--- src/rtl/lvl_irq_pkg.sv ---
package lvl_irq_pkg;

    localparam int unsigned REG_W  = 32;
    localparam int unsigned ADDR_W = 8;

    // Address map: the mask and status offsets are what software decodes.
    localparam logic [ADDR_W-1:0] OFF_NOP_LO = 8'h00;
    localparam logic [ADDR_W-1:0] OFF_MASK   = 8'h04;
    localparam logic [ADDR_W-1:0] OFF_STAT   = 8'h0C;
    localparam logic [ADDR_W-1:0] OFF_NOP_HI = 8'h14;

    typedef enum logic [2:0] {
        ACC_NONE,
        ACC_MASK,
        ACC_STAT,
        ACC_NOP,
        ACC_BAD
    } acc_kind_e;

    typedef struct packed {
        logic              wr;
        logic              rd;
        logic [ADDR_W-1:0] addr;
        logic [REG_W-1:0]  wdata;
    } bus_req_t;

    typedef struct packed {
        acc_kind_e wr_kind;
        acc_kind_e rd_kind;
        logic      bad;
    } bus_dec_t;

    function automatic acc_kind_e classify_wr(input logic [ADDR_W-1:0] a);
        acc_kind_e k;
        case (a)
            OFF_MASK:               k = ACC_MASK;
            OFF_NOP_LO, OFF_NOP_HI: k = ACC_NOP;
            default:                k = ACC_BAD;
        endcase
        return k;
    endfunction

    function automatic acc_kind_e classify_rd(input logic [ADDR_W-1:0] a);
        acc_kind_e k;
        case (a)
            OFF_MASK: k = ACC_MASK;
            OFF_STAT: k = ACC_STAT;
            default:  k = ACC_BAD;
        endcase
        return k;
    endfunction

endpackage

--- src/rtl/irq_bus_decode.sv ---
module irq_bus_decode
    import lvl_irq_pkg::*;
(
    input  bus_req_t req,
    output bus_dec_t dec
);

    always_comb begin
        dec.wr_kind = req.wr ? classify_wr(req.addr) : ACC_NONE;
        dec.rd_kind = req.rd ? classify_rd(req.addr) : ACC_NONE;
        dec.bad     = (dec.wr_kind == ACC_BAD) || (dec.rd_kind == ACC_BAD);
    end

endmodule

--- src/rtl/irq_mask_reg.sv ---
module irq_mask_reg
    import lvl_irq_pkg::*;
#(
    parameter int unsigned NUM_LINES = 32
) (
    input  logic                 clk,
    input  logic                 rst,
    input  logic                 wr_hit,
    input  logic [REG_W-1:0]     wdata,
    output logic [NUM_LINES-1:0] mask_q,
    output logic [NUM_LINES-1:0] mask_nxt
);

    always_comb begin
        mask_nxt = wr_hit ? wdata[NUM_LINES-1:0] : mask_q;
    end

    always_ff @(posedge clk) begin
        if (rst) mask_q <= '0;
        else     mask_q <= mask_nxt;
    end

    // without a decoded mask write the mask keeps its value
    a_r7_mask_hold: assert property (@(posedge clk) disable iff (rst)
        !wr_hit |=> $stable(mask_q));

endmodule

--- src/rtl/irq_pend_track.sv ---
module irq_pend_track #(
    parameter int unsigned NUM_LINES = 32
) (
    input  logic                 clk,
    input  logic                 rst,
    input  logic [NUM_LINES-1:0] lines,
    output logic [NUM_LINES-1:0] pend_q
);

    always_ff @(posedge clk) begin
        if (rst) pend_q <= '0;
        else     pend_q <= lines;
    end

    // pending mirrors the line levels from one cycle earlier
    a_r2_pend_mirror: assert property (@(posedge clk) disable iff (rst)
        1'b1 |=> (pend_q == $past(lines)));

endmodule

--- src/rtl/irq_out_stage.sv ---
module irq_out_stage #(
    parameter int unsigned NUM_LINES = 32
) (
    input  logic                 clk,
    input  logic                 rst,
    input  logic [NUM_LINES-1:0] mask_nxt,
    input  logic [NUM_LINES-1:0] lines,
    output logic                 irq_q
);

    logic [NUM_LINES-1:0] live;

    always_comb begin
        live = mask_nxt & lines;
    end

    always_ff @(posedge clk) begin
        if (rst) irq_q <= 1'b0;
        else     irq_q <= |live;
    end

endmodule

--- src/rtl/irq_read_port.sv ---
module irq_read_port
    import lvl_irq_pkg::*;
#(
    parameter int unsigned NUM_LINES = 32
) (
    input  logic                 clk,
    input  logic                 rst,
    input  bus_dec_t             dec,
    input  logic [NUM_LINES-1:0] mask_q,
    input  logic [NUM_LINES-1:0] pend_q,
    output logic [REG_W-1:0]     rdata_q,
    output logic                 err_q
);

    localparam int unsigned PAD = REG_W - NUM_LINES;

    logic [REG_W-1:0] mask_w;
    logic [REG_W-1:0] pend_w;
    logic [REG_W-1:0] rdata_d;

    generate
        if (PAD > 0) begin : g_pad
            assign mask_w = {{PAD{1'b0}}, mask_q};
            assign pend_w = {{PAD{1'b0}}, pend_q};
        end else begin : g_full
            assign mask_w = mask_q;
            assign pend_w = pend_q;
        end
    endgenerate

    always_comb begin
        case (dec.rd_kind)
            ACC_MASK: rdata_d = mask_w;
            ACC_STAT: rdata_d = pend_w;
            default:  rdata_d = '0;
        endcase
    end

    always_ff @(posedge clk) begin
        if (rst) begin
            rdata_q <= '0;
            err_q   <= 1'b0;
        end else begin
            rdata_q <= rdata_d;
            err_q   <= dec.bad;
        end
    end

    // no read request, zero data in the following cycle
    a_r9_idle_zero: assert property (@(posedge clk) disable iff (rst)
        (dec.rd_kind == ACC_NONE) |=> (rdata_q == '0));

endmodule

--- src/rtl/lvl_irq_ctrl.sv ---
module lvl_irq_ctrl
    import lvl_irq_pkg::*;
#(
    parameter int unsigned NUM_LINES = 32
) (
    input  logic                 clk,
    input  logic                 rst,
    input  logic                 bus_wr_en,
    input  logic                 bus_rd_en,
    input  logic [7:0]           bus_addr,
    input  logic [31:0]          bus_wdata,
    output logic [31:0]          bus_rdata,
    output logic                 bus_err,
    input  logic [NUM_LINES-1:0] irq_lines,
    output logic                 irq_out
);

    bus_req_t             req;
    bus_dec_t             dec;
    logic [NUM_LINES-1:0] mask_q;
    logic [NUM_LINES-1:0] mask_nxt;
    logic [NUM_LINES-1:0] pend_q;
    logic                 mask_wr;

    always_comb begin
        req.wr    = bus_wr_en;
        req.rd    = bus_rd_en;
        req.addr  = bus_addr;
        req.wdata = bus_wdata;
        mask_wr   = (dec.wr_kind == ACC_MASK);
    end

    irq_bus_decode u_dec (
        .req (req),
        .dec (dec)
    );

    irq_mask_reg #(.NUM_LINES(NUM_LINES)) u_mask (
        .clk      (clk),
        .rst      (rst),
        .wr_hit   (mask_wr),
        .wdata    (req.wdata),
        .mask_q   (mask_q),
        .mask_nxt (mask_nxt)
    );

    irq_pend_track #(.NUM_LINES(NUM_LINES)) u_pend (
        .clk    (clk),
        .rst    (rst),
        .lines  (irq_lines),
        .pend_q (pend_q)
    );

    irq_out_stage #(.NUM_LINES(NUM_LINES)) u_out (
        .clk      (clk),
        .rst      (rst),
        .mask_nxt (mask_nxt),
        .lines    (irq_lines),
        .irq_q    (irq_out)
    );

    irq_read_port #(.NUM_LINES(NUM_LINES)) u_rd (
        .clk     (clk),
        .rst     (rst),
        .dec     (dec),
        .mask_q  (mask_q),
        .pend_q  (pend_q),
        .rdata_q (bus_rdata),
        .err_q   (bus_err)
    );

    // registered output agrees with the stored mask and pending state
    a_r3_irq_state: assert property (@(posedge clk) disable iff (rst)
        irq_out == |(mask_q & pend_q));

    // the error strobe only follows an actual access
    a_r8_err_cause: assert property (@(posedge clk) disable iff (rst)
        bus_err |-> $past(bus_wr_en || bus_rd_en));

    // a write to a do-nothing address leaves the mask alone and is not flagged
    a_r5_nop_write: assert property (@(posedge clk) disable iff (rst)
        (bus_wr_en && !bus_rd_en && (bus_addr == OFF_NOP_LO || bus_addr == OFF_NOP_HI))
        |=> ($stable(mask_q) && !bus_err));

    // a write to the status address is flagged
    a_r10_stat_write: assert property (@(posedge clk) disable iff (rst)
        (bus_wr_en && bus_addr == OFF_STAT) |=> bus_err);

endmodule

--- config.mk ---
export PLATFORM = sky130hd
export DESIGN_NAME = lvl_irq_ctrl
export DESIGN_NICKNAME = d
export VERILOG_FILES = /design/src/rtl/lvl_irq_pkg.sv /design/src/rtl/irq_bus_decode.sv /design/src/rtl/irq_mask_reg.sv /design/src/rtl/irq_pend_track.sv /design/src/rtl/irq_out_stage.sv /design/src/rtl/irq_read_port.sv /design/src/rtl/lvl_irq_ctrl.sv
export SDC_FILE = /design/constraint.sdc
export NUM_CORES = 1
export LEC_CHECK = 0
export BUFFER_PORTS_ARGS = -buffer_cell sky130_fd_sc_hd__buf_4
export CAP_MARGIN = 20
export CORE_UTILIZATION = 51
export CTS_CLUSTER_DIAMETER = 150
export CTS_CLUSTER_SIZE = 28
export DETAILED_ROUTE_END_ITERATION = 8
export MAX_ROUTING_LAYER = met4
export PLACE_DENSITY = 0.79
export SLEW_MARGIN = 5
export SYNTH_ARGS = -nofsm -noshare
export SYNTH_HDL_FRONTEND = slang
export SYNTH_SLANG_ARGS = --single-unit
--- constraint.sdc ---
create_clock -name clk -period 2.3 [get_ports clk]
set_clock_uncertainty 0.2 [all_clocks]
set_input_delay 0.23 -clock clk [delete_from_list [all_inputs] [get_ports clk]]
set_output_delay 0.23 -clock clk [all_outputs]
set_load 0.01 [all_outputs]
==> results.toml, run 1 <==
[yosys]
syn_inst = 333
synth_nets = 409
synthDistinctLibCells = 21
ys_top_cells_by_area = "dfxtp_1, mux2i_1, a22oi_1"
synth_area_per_cell_um2 = 10.9
synth-seq-cells = 98
syn_area_um2 = 3620
synth_edf_count = 0
yosys_warnings = 0
yosys-top-cells-count = "dfxtp_1, mux2i_1, nor2_1, a22oi_1, nor2b_1"
yosys.area.top_type = "dfxtp_1"
async_flop_share_pct = 0
yosys.area.top_type_share_pct = 54.2
ys.flop_type = "dfxtp_1"
ys_seq_area_share_pct = 54.2
yosysMostFrequentCell = "dfxtp_1"

[setup_path]
ff2ff_setup_slack_ps = 800
worstPathMaxFanout = 34
setup.worst_path.start_class = "primary input"
critPathRequiredTime_ps = 2350
critPathArrivalTime_ps = 1870
critPathKind = "primary input to register"
cp-end-kind = "register"
reg2reg_depth = 4

[pwr]
vdd_ir_drop_max_v = 0.000421
finalPower_mw = 3.41
powerDensity_nw_per_um2 = 629
cellLeakagePower_nw = 2.21

[place]
dpl.cell_count = 525
gp_congestion = 0.843
numPortBuffers = 109
dpl.hpwl_um = 6010
place_area_um2 = 4530

[drt]
wl_per_cell_um = 16.3
viasPerCell = 5.10
wl_um = 9880
antenna_left = 0
drc = 0
drt_iter0_drc = 153
dr_total_vias = 3087
drtPass1Iterations = 4

[timing]
fin_crit_ps = 1830
holdWs_ps = 38.2
setup_viol = 0
fmax_mhz = 547
maxSlewHeadroom_pct = 59.6
rsz0062_at_grt = "false"
period_share_pct = 79.5
tns_ps = 0
timing_hold_violations_final = 0
maxSlewViolCount = 0
worst_pin_slew_ps = 606

[floorplanning]
fp.dieW_um = 86.2
dieArea_um2 = 7440
io_pins = 110
std_cell_rows = 30
coreArea_um2 = 6830
initial_core_util_pct = 53.0
dieHeight_um = 86.2

[hold_path]
min_path_cells = 3
min_path_type = "primary input to register"

[global_route]
overflow = 0
grt_antenna_before_repair = 0
grt_pass1_wl_um = 15400
grt_usage_pct = 28.5
grt_pass1_vias = 3157
grt_max_degree = 68

[cts]
cts_hold_buf = 65
postCtsSetupBuffers = 0
cts.repair.resized = 0
cts_root_buffer = "clkbuf_8"
h-tree-depth = 3
cts_tree = "built"
cts_made_buffers = 9
clk_pin_slew_ps = 90
clock_latency_ps = 350
clockBufferDepth = 2
clkSinkCount = 98

[layout]
nFillCells = 449
nets = 581
area_growth_pct = 49.7
stdcell_count = 605
drive_gt1_share_pct = 31.4
stdcell_area_um2 = 5420
insertedDiodeCount = 0

[outcome]
status = "complete, no violations"

[flow_run]
drv_cap = 0
[where the power goes]
part	internal (mW)	switching, mW	total, mW
registers	1.73	0.00868	1.74
logic	0.213	0.144	0.357
clock network	0.744	0.573	1.32
[layer usage]
| layer | global-route usage, % | routed length (µm) |
|---|---|---|
| met2 | 47.9 | 4970 |
| met5 | - | 0 |
| met1 | 32.5 | 4170 |
| met4 | 14.1 | 298 |
| met3 | 5.52 | 435 |
[sequential cells by signal, indices dropped and copies added, names as in the netlist]
signal	cells
u_rd.err_q	1
u_out.irq_q	1
u_pend.pend_q	32
u_rd.rdata_q	32
u_mask.mask_q	32
[per-stage QoR]
step           utilization, %  setup slack [ps]
2_1_floorplan               -               230
3_3_place_gp             66.3               165
3_5_place_dp             66.3               126
4_1_cts                  79.3               480
5_1_grt                  79.3               444
6_report                 79.3               473
[cell usage in the layout (no fill, tap or decap), types with 3 or more instances in the layout]
cell type / netlist / routed
a22oi_1: 32 / 32
buf_4: 0 / 111
bufinv_16: 0 / 3
clkbuf_8: 0 / 10
dfxtp_1: 98 / 98
dlygate4sd3_1: 0 / 65
mux2i_1: 64 / 64
nand2b_1: 3 / 3
nand4_1: 8 / 8
nor2_1: 36 / 36
nor2_2: 30 / 30
nor2b_1: 32 / 32
nor4_1: 3 / 3
[layout make-up]
type                    instances  area (µm²)  area share, %
well taps                      96         120           2.22
flip-flops and latches         98        1960           36.2
repair buffers                178        1520           28.1
multi-input cells             218        1570           29.0
clock buffers                  10         138           2.54
clock inverters                 5         103           1.89
[critical path: stages]
cell	delay [ps]
buf_4	110
or4_4	570
nor4_4	320
buf_12	290
mux2i_1	290
nor2_2	40
[worst paths after layout]
kind                                startpoint                      endpoint
setup / recovery                   bus_addr[1]  u_mask.mask_q[11]$_SDFF_PP0_
hold / removal                     bus_addr[5]         u_rd.err_q$_SDFF_PP0_
setup reg to reg  u_mask.mask_q[13]$_SDFF_PP0_        u_out.irq_q$_SDFF_PP0_
hold reg to reg    u_pend.pend_q[5]$_SDFF_PP0_    u_rd.rdata_q[5]$_SDFF_PP0_
[cells by family (layout without fill, tap and decap cells)]
kind of cell | count (synthesis) | in the layout | synth area share, %
flip-flops | 98 | 98 | 54.2
multiplexers | 64 | 64 | 17.7
AO/OA/AOI/OAI | 35 | 35 | 7.19
AND/OR/NAND/NOR | 119 | 119 | 18.5
buffers and inverters | 17 | 193 | 2.38
Note: power is estimated with default switching activity, not from simulation.
==> run 2, diff against run 1 <==
- ABC_AREA: not set -> 1
- CORE_UTILIZATION: 51 -> 52
- clock period: 2.3 -> 1.9 ns (I/O delays scaled with it)
==> run 2 against run 1 <==
Against the previous run: synthesized area is 11% higher; non-clock buffer count stayed put; hold slack worse by 30 ps; clock-buffer cell count is 1 higher; largest power group unchanged; critical endpoint is now u_out.irq_q$_SDFF_PP0_; final cell count is 37% higher.
==> results.toml, run 2 <==
[setup_path]
critPathArrivalTime_ps = 1670
crit_top_cell = "nor2_1"
crit_start = "bus_addr[5]"
slowest_stage = "nor2_1"
critPathKind = "primary input to register"
critical-path-max-stage-delay_ps = 220
cp-end-kind = "register"
setup.worst_path.start_class = "primary input"
crit_path_cell_trace = "buf_4 > nor2_1 > nand2_2 > nor2_1 > nor2_4 > nand3_4 > buf_12 > nand2_1 > nand3_1 > nand2_1 > nor2_1 > nand2_1 > nor2_1 > a21oi_1"
worst-path-buf-inv = 2
r2r-start = "u_mask.mask_q[31]$_SDFF_PP0_"
worstPathMaxFanout = 14
path_delay_family = "simple AND/OR/NAND/NOR gates"
critPathRequiredTime_ps = 1930

[hold_path]
hold_start = "bus_wdata[1]"
min_path_type = "primary input to register"

[yosys]
yosys-top-cells-count = "nand2_1, inv_1, dfxtp_1, nor2_1, a21oi_1"
synth-seq-cells = 98
syn_inst = 567
ys_seq_area_share_pct = 49.0
ys.flop_type = "dfxtp_1"
yosys.area.top_type = "dfxtp_1"
yosys.area.top_type_share_pct = 49.0
syn_area_um2 = 4000
synth_area_per_cell_um2 = 7.06
yosys_warnings = 0
yosysMostFrequentCell = "nand2_1"
ys_top_cells_by_area = "dfxtp_1, nand2_1, inv_1"
synthDistinctLibCells = 21
synth_nets = 643
synth_edf_count = 0
async_flop_share_pct = 0

[cts]
clkSinkCount = 98
cts_made_buffers = 9
h-tree-depth = 3
cts_root_buffer = "clkbuf_8"
cts_tree = "built"
postCtsSetupBuffers = 0
cts.repair.resized = 0
clockBufferDepth = 2
cts_hold_buf = 44
clock_latency_ps = 350
clk_pin_slew_ps = 90

[floorplanning]
initial_core_util_pct = 54.6
dieArea_um2 = 8050
fp.dieW_um = 89.7
coreArea_um2 = 7330
dieHeight_um = 89.7
std_cell_rows = 31
io_pins = 110

[layout]
nets = 803
insertedDiodeCount = 0
layout_common_cells = "nand2_1, buf_4, inv_1"
reg_top3 = "u_mask.mask_q (32), u_pend.pend_q (32), u_rd.rdata_q (32)"
final_util_pct = 77.8
drive_gt1_share_pct = 21.4
nFillCells = 517
layout_commonest_cell = "nand2_1"
area_growth_pct = 42.6
stdcell_count = 831

[timing]
fin_crit_ps = 1640
maxSlewHeadroom_pct = 70.9
rsz0062_at_grt = "false"
worst_pin_slew_ps = 436
period_share_pct = 86.3
setup_viol = 0
maxSlewViolCount = 0
holdWs_ps = 8.31
timing_hold_violations_final = 0
fmax_mhz = 610
setup_ws_ps = 261

[pwr]
cellLeakagePower_nw = 2.82
vdd_ir_drop_max_v = 0.000479
finalPower_mw = 3.96
powerDensity_nw_per_um2 = 693

[drt]
drtPass1Iterations = 4
viasPerCell = 4.94
antenna_left = 0
dr_total_vias = 4106
wl_per_cell_um = 12.9
drt_iter0_drc = 150
drc = 0
wl_um = 10700

[global_route]
grt_usage_pct = 27.7
grt_antenna_before_repair = 0
overflow = 0
grt_max_degree = 43
grt_pass1_vias = 3988
grt_pass1_wl_um = 17500

[place]
dpl.cell_count = 771
dpl.hpwl_um = 6970
numPortBuffers = 109
dp_worst_setup_slack_ps = -98.6
gp_congestion = 0.835

[outcome]
status = "complete, no violations"

[flow_run]
drv_cap = 0
==> run 2: cell count changes after synthesis, moves of 28 or more <==
| cell | before | now |
|---|---|---|
| a22oi_1 | 32 | 0 |
| nor2b_1 | 32 | 0 |
| inv_1 | 0 | 102 |
| nor2_1 | 36 | 79 |
| mux2i_1 | 64 | 0 |
| a21oi_1 | 1 | 33 |
| nand3_1 | 0 | 29 |
| nor2_2 | 30 | 2 |
| nand2_1 | 1 | 150 |
==> run 2: routing by layer <==
layer | vias to the layer above | part of all wire (%) | global-route usage [%]
li1 | 2034 | - | -
met1 | 1888 | 40 | 30.1
met2 | 151 | 51 | 49.7
met3 | 33 | 4.9 | 3.47
met4 | 0 | 3.2 | 13.9
met5 | - | 0 | -
==> run 2: layout make-up <==
type | count | area, µm² | area share, %
tap | 99 | 124 | 2.17
clock inverter | 5 | 85.1 | 1.49
inverter | 102 | 383 | 6.71
clock buffer | 11 | 141 | 2.48
sequential | 98 | 1960 | 34.4
multi-input combinational | 338 | 1490 | 26.1
timing repair buffer | 178 | 1520 | 26.7
==> run 2: final timing paths <==
kind | end | slack [ps] | depth (start not counted)
max | u_out.irq_q$_SDFF_PP0_ | 260 | 14
max reg2reg | u_out.irq_q$_SDFF_PP0_ | 610 | 8
min reg2reg | u_rd.rdata_q[18]$_SDFF_PP0_ | 250 | 2
min | u_mask.mask_q[1]$_SDFF_PP0_ | 8 | 5
==> run 2: logic make-up after synthesis <==
kind of cell / Yosys count / synth area share (%)
and+or+nand+nor: 299 / 32.3
buffers and inverters: 131 / 13.7
DFF: 98 / 49.0
AOI/OAI and AO/OA: 39 / 4.94
==> run 2: power breakdown <==
part | leakage (nW) | internal, mW | switching, mW
sequential | 0.798 | 2.09 | 0.0107
combinational | 1.91 | 0.198 | 0.154
clock | 0.110 | 0.786 | 0.717
==> run 2: through the flow <==
stage               area, µm²  TNS [ps]
floorplan                4000         0
CTS                      5710         0
global placement         5040     -33.8
global route             5710         0
detailed placement       5040     -98.6
finish                   5710         0
==> run 2: worst register-to-register path, delay by kind of cell (launching register included) <==
kind | cells | cell delay (ps)
buffers and inverters | 1 | 50
AOI/OAI and AO/OA | 2 | 150
DFF | 1 | 320
and+or+nand+nor | 5 | 440
